**src/rtl/npc_pkg.sv**
```systemverilog
package npc_pkg;
  typedef enum logic [3:0] {
    FC_SEQ    = 4'd0,
    FC_JMPI   = 4'd1,
    FC_CALL   = 4'd2,
    FC_BR     = 4'd3,
    FC_BCOND  = 4'd4,
    FC_RET    = 4'd5,
    FC_BRET   = 4'd6,
    FC_ERET   = 4'd7,
    FC_JMP    = 4'd8,
    FC_CALLR  = 4'd9,
    FC_NEXTPC = 4'd10
  } flow_e;

  typedef enum logic [2:0] {
    CC_GE  = 3'd0,
    CC_LT  = 3'd1,
    CC_NE  = 3'd2,
    CC_EQ  = 3'd3,
    CC_GEU = 3'd4,
    CC_LTU = 3'd5
  } cond_e;
endpackage

```
**src/rtl/npc_cond.sv**
```systemverilog
module npc_cond #(
  parameter int XLEN = 32
) (
  input  logic [XLEN-1:0] a_i,
  input  logic [XLEN-1:0] b_i,
  input  logic [2:0]      cond_i,
  output logic            taken_o
);
  import npc_pkg::*;

  logic eq, slt, ult;
  assign eq  = (a_i == b_i);
  assign slt = ($signed(a_i) < $signed(b_i));
  assign ult = (a_i < b_i);

  always_comb begin
    case (cond_e'(cond_i))
      CC_GE:   taken_o = !slt;
      CC_LT:   taken_o = slt;
      CC_NE:   taken_o = !eq;
      CC_EQ:   taken_o = eq;
      CC_GEU:  taken_o = !ult;
      CC_LTU:  taken_o = ult;
      default: taken_o = 1'b0;
    endcase
  end
endmodule

```
**src/rtl/npc_target.sv**
```systemverilog
module npc_target #(
  parameter int XLEN    = 32,
  parameter int IMM16_W = 16,
  parameter int IMM26_W = 26
) (
  input  npc_pkg::flow_e    cls_i,
  input  logic              taken_i,
  input  logic [XLEN-1:0]   pc_i,
  input  logic [IMM16_W-1:0] imm16_i,
  input  logic [IMM26_W-1:0] imm26_i,
  input  logic [XLEN-1:0]   opa_i,
  input  logic [XLEN-1:0]   ea_i,
  input  logic [XLEN-1:0]   ba_i,
  input  logic [XLEN-1:0]   ra_i,
  output logic [XLEN-1:0]   seq_pc_o,
  output logic [XLEN-1:0]   npc_o
);
  import npc_pkg::*;

  localparam int REGION_LSB = IMM26_W + 2;
  localparam int SX_W       = XLEN - IMM16_W;

  logic [XLEN-1:0] off_sx, br_tgt, abs_tgt;

  assign seq_pc_o = pc_i + XLEN'(4);
  assign off_sx   = {{SX_W{imm16_i[IMM16_W-1]}}, imm16_i};
  // word-aligned offset: low bits discarded
  assign br_tgt   = seq_pc_o + (off_sx & ~XLEN'(3));
  assign abs_tgt  = {pc_i[XLEN-1:REGION_LSB], imm26_i, 2'b00};

  always_comb begin
    case (cls_i)
      FC_JMPI, FC_CALL: npc_o = abs_tgt;
      FC_BR:            npc_o = br_tgt;
      FC_BCOND:         npc_o = taken_i ? br_tgt : seq_pc_o;
      FC_RET:           npc_o = ra_i;
      FC_BRET:          npc_o = ba_i;
      FC_ERET:          npc_o = ea_i;
      FC_JMP, FC_CALLR: npc_o = opa_i;
      default:          npc_o = seq_pc_o;
    endcase
  end
endmodule

```
**src/rtl/npc_link.sv**
```systemverilog
module npc_link #(
  parameter int XLEN   = 32,
  parameter int RW     = 5,
  parameter int RA_IDX = 31
) (
  input  npc_pkg::flow_e  cls_i,
  input  logic [RW-1:0]   rc_i,
  input  logic [XLEN-1:0] seq_pc_i,
  output logic            we_o,
  output logic [RW-1:0]   rd_o,
  output logic [XLEN-1:0] data_o
);
  import npc_pkg::*;

  assign data_o = seq_pc_i;

  always_comb begin
    we_o = 1'b0;
    rd_o = RW'(RA_IDX);
    case (cls_i)
      FC_CALL, FC_CALLR: we_o = 1'b1;
      FC_NEXTPC: begin
        rd_o = rc_i;
        we_o = (rc_i != '0);
      end
      default: ;
    endcase
  end
endmodule

```
**src/rtl/npc_link_unit.sv**
```systemverilog
module npc_link_unit #(
  parameter int          XLEN      = 32,
  parameter int          RW        = 5,
  parameter int          IMM16_W   = 16,
  parameter int          IMM26_W   = 26,
  parameter int          RA_IDX    = 31,
  parameter logic [31:0] RESET_VEC = 32'h0000_0000
) (
  input  logic              clk_i,
  input  logic              rst_ni,
  input  logic              valid_i,
  input  logic [XLEN-1:0]   pc_i,
  input  logic [3:0]        class_i,
  input  logic [2:0]        cond_i,
  input  logic [IMM16_W-1:0] imm16_i,
  input  logic [IMM26_W-1:0] imm26_i,
  input  logic [XLEN-1:0]   opa_i,
  input  logic [XLEN-1:0]   opb_i,
  input  logic [RW-1:0]     rc_i,
  input  logic [XLEN-1:0]   ea_i,
  input  logic [XLEN-1:0]   ba_i,
  input  logic [XLEN-1:0]   ra_i,
  output logic [XLEN-1:0]   npc_o,
  output logic              link_we_o,
  output logic [RW-1:0]     link_rd_o,
  output logic [XLEN-1:0]   link_data_o,
  output logic              status_restore_o
);
  import npc_pkg::*;

  flow_e           cls;
  logic            taken;
  logic [XLEN-1:0] seq_pc, npc_d, ldata_d;
  logic            lwe_d;
  logic [RW-1:0]   lrd_d;

  assign cls = flow_e'(class_i);

  npc_cond #(.XLEN(XLEN)) u_cond (
    .a_i(opa_i), .b_i(opb_i), .cond_i(cond_i), .taken_o(taken)
  );

  npc_target #(.XLEN(XLEN), .IMM16_W(IMM16_W), .IMM26_W(IMM26_W)) u_target (
    .cls_i(cls), .taken_i(taken), .pc_i(pc_i), .imm16_i(imm16_i),
    .imm26_i(imm26_i), .opa_i(opa_i), .ea_i(ea_i), .ba_i(ba_i),
    .ra_i(ra_i), .seq_pc_o(seq_pc), .npc_o(npc_d)
  );

  npc_link #(.XLEN(XLEN), .RW(RW), .RA_IDX(RA_IDX)) u_link (
    .cls_i(cls), .rc_i(rc_i), .seq_pc_i(seq_pc),
    .we_o(lwe_d), .rd_o(lrd_d), .data_o(ldata_d)
  );

  always_ff @(posedge clk_i or negedge rst_ni) begin
    if (!rst_ni) begin
      npc_o            <= XLEN'(RESET_VEC);
      link_we_o        <= 1'b0;
      link_rd_o        <= '0;
      link_data_o      <= '0;
      status_restore_o <= 1'b0;
    end else if (valid_i) begin
      npc_o            <= npc_d;
      link_we_o        <= lwe_d;
      status_restore_o <= (cls == FC_ERET);
      if (lwe_d) begin
        link_rd_o   <= lrd_d;
        link_data_o <= ldata_d;
      end
    end else begin
      link_we_o        <= 1'b0;
      status_restore_o <= 1'b0;
    end
  end

  AST_IDLE_HOLD: assert property (@(posedge clk_i) disable iff (!rst_ni)
    !valid_i |=> ($stable(npc_o) && !link_we_o && !status_restore_o));
  AST_SEQ_ADVANCE: assert property (@(posedge clk_i) disable iff (!rst_ni)
    (valid_i && class_i == FC_SEQ) |=> (npc_o == $past(pc_i) + XLEN'(4) && !link_we_o));
  AST_CALL_LINK: assert property (@(posedge clk_i) disable iff (!rst_ni)
    (valid_i && (class_i == FC_CALL || class_i == FC_CALLR)) |=>
      (link_we_o && link_rd_o == RW'(RA_IDX) && link_data_o == $past(pc_i) + XLEN'(4)));
  AST_CALLR_TGT: assert property (@(posedge clk_i) disable iff (!rst_ni)
    (valid_i && class_i == FC_CALLR) |=> (npc_o == $past(opa_i)));
  AST_ZERO_DEST: assert property (@(posedge clk_i) disable iff (!rst_ni)
    (valid_i && class_i == FC_NEXTPC && rc_i == '0) |=> !link_we_o);
  AST_ERET_STROBE: assert property (@(posedge clk_i) disable iff (!rst_ni)
    (valid_i && class_i == FC_ERET) |=> (status_restore_o && npc_o == $past(ea_i)));
  AST_STROBE_SRC: assert property (@(posedge clk_i) disable iff (!rst_ni)
    !(valid_i && class_i == FC_ERET) |=> !status_restore_o);
endmodule

```
**config.mk**
```make
export PLATFORM = sky130hd
export DESIGN_NAME = npc_link_unit
export DESIGN_NICKNAME = d
export VERILOG_FILES = /design/src/rtl/npc_pkg.sv /design/src/rtl/npc_cond.sv /design/src/rtl/npc_target.sv /design/src/rtl/npc_link.sv /design/src/rtl/npc_link_unit.sv
export SDC_FILE = /design/constraint.sdc
export NUM_CORES = 1
export LEC_CHECK = 0
export ABC_AREA = 1
export BUFFER_PORTS_ARGS = -buffer_cell sky130_fd_sc_hd__buf_2
export CELL_PAD_IN_SITES_DETAIL_PLACEMENT = 1
export CELL_PAD_IN_SITES_GLOBAL_PLACEMENT = 1
export CORE_ASPECT_RATIO = 1.75
export CORE_MARGIN = 4
export CORE_UTILIZATION = 34
export DETAILED_ROUTE_END_ITERATION = 12
export PLACE_DENSITY_LB_ADDON = 0.1
export SETUP_SLACK_MARGIN = 0.2
export SYNTH_ARGS = -nofsm -noshare
export SYNTH_HDL_FRONTEND = slang
export SYNTH_SLANG_ARGS = --single-unit
```
**constraint.sdc**
```tcl
create_clock -name clk_i -period 1 [get_ports clk_i]
set_clock_uncertainty 0.15 [all_clocks]
set_input_delay 0.15 -clock clk_i [delete_from_list [all_inputs] [get_ports clk_i]]
set_output_delay 0.15 -clock clk_i [all_outputs]
set_load 0.01 [all_outputs]
```
==> results.py, run 1 <==
metrics = {
    "clocking": {
        "postCtsSetupRepairBufs": 106,
        "cts_root_buf": "clkbuf_16",
        "cts_buffers": 9,
        "htree_num_levels": 3,
        "clock_path_buffers": 2,
        "cts_sinks": 71,
        "ctsResizeCount": 466,
    },
    "synthesis": {
        "avgSynthCellArea_um2": 6.18,
        "ys_async_sr_fraction": 1.00,
        "synth_seq_area_share": 0.214,
        "ys.flop_type": "dfrtp_1",
        "synth_cell_types": 46,
        "syn-cell-area_um2": 8310,
        "syn_inst": 1346,
        "synth_edf_count": 0,
        "ys_warn_count": 0,
        "ys_ff_latch": 71,
        "synth_fp_nets": 1662,
    },
    "status": {
        "tool.error": "[ERROR DPL-0033] detailed placement checks failed during check placement.",
        "status": "stopped before the end",
        "lastStage": "clock tree synthesis (4_1_cts)",
    },
    "die": {
        "initial_utilization": 0.346,
        "die_h_um": 215,
        "top_level_ports": 320,
        "rows": 75,
        "die_x_um": 126,
    },
    "placed_design": {
        "place_congestion": 0.988,
        "dp_slack_ns": -3.03,
        "io_buffers": 317,
        "dp.final_hpwl_mm": 40.4,
    },
}
-- cells by family after synthesis --
logic type | count (synthesis) | share of synthesized area
adders and majority gates | 67 | 0.102
xor gates and xnor gates | 36 | 0.0396
AOI/OAI and AO/OA | 220 | 0.159
DFF | 71 | 0.214
and+or+nand+nor | 750 | 0.392
buffers and inverters | 202 | 0.0941
-- synth_stat cells, types with 2 or more instances --
library cell	count	area [um2]
nor4_1	3	18.8
a32o_1	3	30.0
o21ai_0	61	305
a21oi_1	90	450
a2111oi_0	3	26.3
a211oi_1	3	22.5
nand4_1	52	325
a21o_1	6	45.0
o21ai_1	5	25.0
dfrtp_1	71	1780
buf_2	13	65.1
a22o_1	29	254
nand3_1	99	495
nor2_4	2	22.5
a221oi_1	8	70.1
a21boi_0	3	22.5
nor2_1	110	413
or2_2	6	37.5
nand3b_1	8	60.1
o2111ai_1	2	17.5
xor2_1	29	254
nand3_2	2	20.0
ha_1	66	826
nand2_1	430	1610
nor2_2	2	12.5
o21a_1	6	45.0
buf_1	2	7.51
nand2_2	4	25.0
nor3_1	23	115
xnor2_1	6	52.6
clkbuf_1	33	124
inv_1	152	571
-- through the flow --
step | utilization | cell area [um2] | instances
2_1_floorplan | - | 8810 | 1346
3_3_place_gp | 0.557 | 13400 | 2267
3_5_place_dp | 0.557 | 13400 | 2267
==> run 2: changes to the inputs <==
CELL_PAD_IN_SITES_DETAIL_PLACEMENT = unset   (was 1)
CELL_PAD_IN_SITES_GLOBAL_PLACEMENT = unset   (was 1)
CORE_ASPECT_RATIO = unset   (was 1.75)
CORE_UTILIZATION = 30   (was 34)
PLACE_DENSITY_LB_ADDON = 0.15   (was 0.1)
SETUP_SLACK_MARGIN = unset   (was 0.2)
==> results.py, run 2 <==
metrics = {
    "clocking": {
        "htree_num_levels": 3,
        "path_clk_slew_ns": 0.07,
        "cts_root_buf": "clkbuf_16",
        "cts_buffers": 9,
        "cts_tree": "done",
        "cts_sinks": 71,
        "clock_path_buffers": 2,
        "worstSkewPairLatency_ns": 0.34,
    },
    "power_and_ir_drop": {
        "leakagePower_nw": 8.89,
        "peakVddDrop_v": 0.000630,
        "power.density_nw_per_um2": 1010,
    },
    "finish": {
        "instances_no_fill": 2489,
        "drive_above_1_share": 0.586,
        "finalNetCount": 2427,
        "syn_to_final_growth_pct": 111,
        "reg.largest.list": "link_data_o (32), npc_o (32), link_rd_o (5)",
        "final_cell_mix": "404 x buf_4, 311 x nand2_1, 276 x buf_2",
        "final_common_cell": "buf_4",
    },
    "sta": {
        "worst_slack_ns": -2.06,
        "fin_hold_ws_ns": -0.00324,
        "setup_viol": 141,
        "max_freq_mhz": 327,
        "rsz0062_at_grt": "true",
        "worst_pin_slew_ns": 0.607,
        "final_hold_viol_count": 1,
        "final.period_utilization": 3.06,
        "final_max_slew_viol_count": 0,
        "fin_crit_ns": 3.06,
        "relSlewSlack": 0.585,
    },
    "placed_design": {
        "place_congestion": 0.964,
        "io_buffers": 317,
        "dp.final_hpwl_mm": 37.0,
        "place_inst": 2326,
        "dp_slack_ns": -2.87,
    },
    "status": {
        "status": "complete, but fails checks",
        "violations": "hold timing, setup timing",
    },
    "die": {
        "top_level_ports": 320,
        "core_um2": 27100,
        "die_area_um2": 30400,
        "die_x_um": 174,
        "initial_utilization": 0.307,
        "die_h_um": 174,
        "rows": 60,
    },
    "critical_path": {
        "worstSetupStartpointType": "input pin",
        "critPathMaxFanout": 4,
        "critPathKind": "in -> reg",
        "critPathTopFamily": "simple AND/OR/NAND/NOR gates",
        "cp-end-kind": "flip-flop",
        "crit_required_ns": 1.08,
        "slowest_stage": "ha_4",
        "crit_buf_inv": 7,
        "crit_top_cell": "buf_4",
        "cpPeakStageDelay_ns": 0.33,
        "crit_arrival_ns": 3.14,
    },
    "synthesis": {
        "synth_edf_count": 0,
        "ys_warn_count": 0,
        "yosysMostFrequentCell": "nand2_1",
        "synth_cell_types": 46,
        "syn-cell-area_um2": 8310,
        "avgSynthCellArea_um2": 6.18,
        "synth_commonest_cells": "430 x nand2_1, 152 x inv_1, 110 x nor2_1, 99 x nand3_1, 90 x a21oi_1",
        "yosysTopAreaCell": "dfrtp_1",
        "synth_area_leaders": "dfrtp_1 21%, nand2_1 19%, ha_1 9.9%",
        "ys.flop_type": "dfrtp_1",
        "ys_ff_latch": 71,
        "synth_top_area_frac": 0.214,
        "synth_fp_nets": 1662,
        "syn_inst": 1346,
        "synth_seq_area_share": 0.214,
        "ys_async_sr_fraction": 1.00,
    },
    "drt": {
        "drt_iter0_markers": 814,
        "final_antenna_net_count": 0,
        "via_count": 12400,
        "dr.pass1.iters": 6,
        "viasPerCell": 4.97,
        "avgRoutedWirePerCell_um": 19.1,
        "drc_errors": 0,
        "wl_mm": 47.6,
    },
    "global_route": {
        "grt_pass1_vias": 11900,
        "grt_max_degree": 32,
        "grt_pass1_wl_mm": 69.4,
        "grt_usage": 0.291,
        "antenna_found_initial": 2,
        "grt_overflow": 0,
    },
    "flow_run": {
        "drv_cap": 0,
    },
    "worst_hold_path": {
        "min_path_type": "in -> reg",
    },
}
[run 2: cell counts after synthesis]
Identical to the previous run, type by type.
[run 2: layer usage]
layer,vias to the layer above,wire (um),GRT usage
met5,-,11,0
met4,2,1230,0.0640
met3,63,3070,0.0435
met2,488,21800,0.469
met1,5796,21500,0.414
li1,6014,-,-
[run 2: cell type report]
| type | instances | area, um2 |
|---|---|---|
| fill | 2413 | 9540 |
| timing repair inverter | 1 | 16.3 |
| clock buffer | 9 | 225 |
| tap | 372 | 465 |
| antenna | 1 | 2.50 |
| timing repair buffer | 802 | 6100 |
| clock inverter | 7 | 105 |
| inverter | 153 | 629 |
| multi-input combinational | 1073 | 8240 |
| sequential | 71 | 1780 |
[run 2: cells by family after synthesis]
group / after synthesis / synth area share
DFF: 71 / 0.214
buffers and inverters: 202 / 0.0941
adders and majority gates: 67 / 0.102
and+or+nand+nor: 750 / 0.392
xor gates and xnor gates: 36 / 0.0396
AOI/OAI and AO/OA: 220 / 0.159
[run 2: through the flow]
step	setup TNS [ns]	util	power, mW	instance area, um2	hold WS [ns]
CTS	-89.71	0.598	16.3	16200	-0.00262
global placement	-112.02	0.492	10.8	13300	-0.126
finish	-90.99	0.648	17.7	17600	-0.00324
floorplan	-71.75	-	6.93	8810	-0.296
global route	-100.14	0.648	18.6	17600	0.0281
detailed placement	-112.68	0.492	10.8	13300	-0.125
[run 2: worst register-to-register path, stage by stage, from the launching register on]
cell and delay (ns):
dfrtp_1 0.38, buf_4 0.13, buf_4 0.13, nand2_4 0.06, o21ai_2 0.06
[run 2: timing repair]
item	in CTS	in global routing
gates cloned	9	1
endpoints found under the setup margin	142	142
buffers inserted	124	60
gates resized for setup	350	272
pin swaps	145	177
endpoints found under the hold margin	78	0
hold buffers	6	0
[run 2: report_power, final]
group / internal (mW) / switching (mW)
Sequential: 3.42 / 0.358
Combinational: 5.18 / 5.06
Clock: 2.22 / 1.49
Total: 10.8 / 6.91
[run 2: final timing paths]
kind / startpoint / end / slack (ns) / cells after the start
max reg2reg: link_data_o[21] / link_data_o[21] / -0.02 / 4
min: pc_i[1] / npc_o[1] / -0.003 / 5
min reg2reg: npc_o[4] / npc_o[4] / 0.32 / 2
max in group asynchronous: rst_ni / npc_o[31] / 0.18 / 3
min in group asynchronous: rst_ni / npc_o[13] / 0.07 / 2
max: pc_i[2] / npc_o[24] / -2.06 / 25
(Power assumes the default switching activity.)
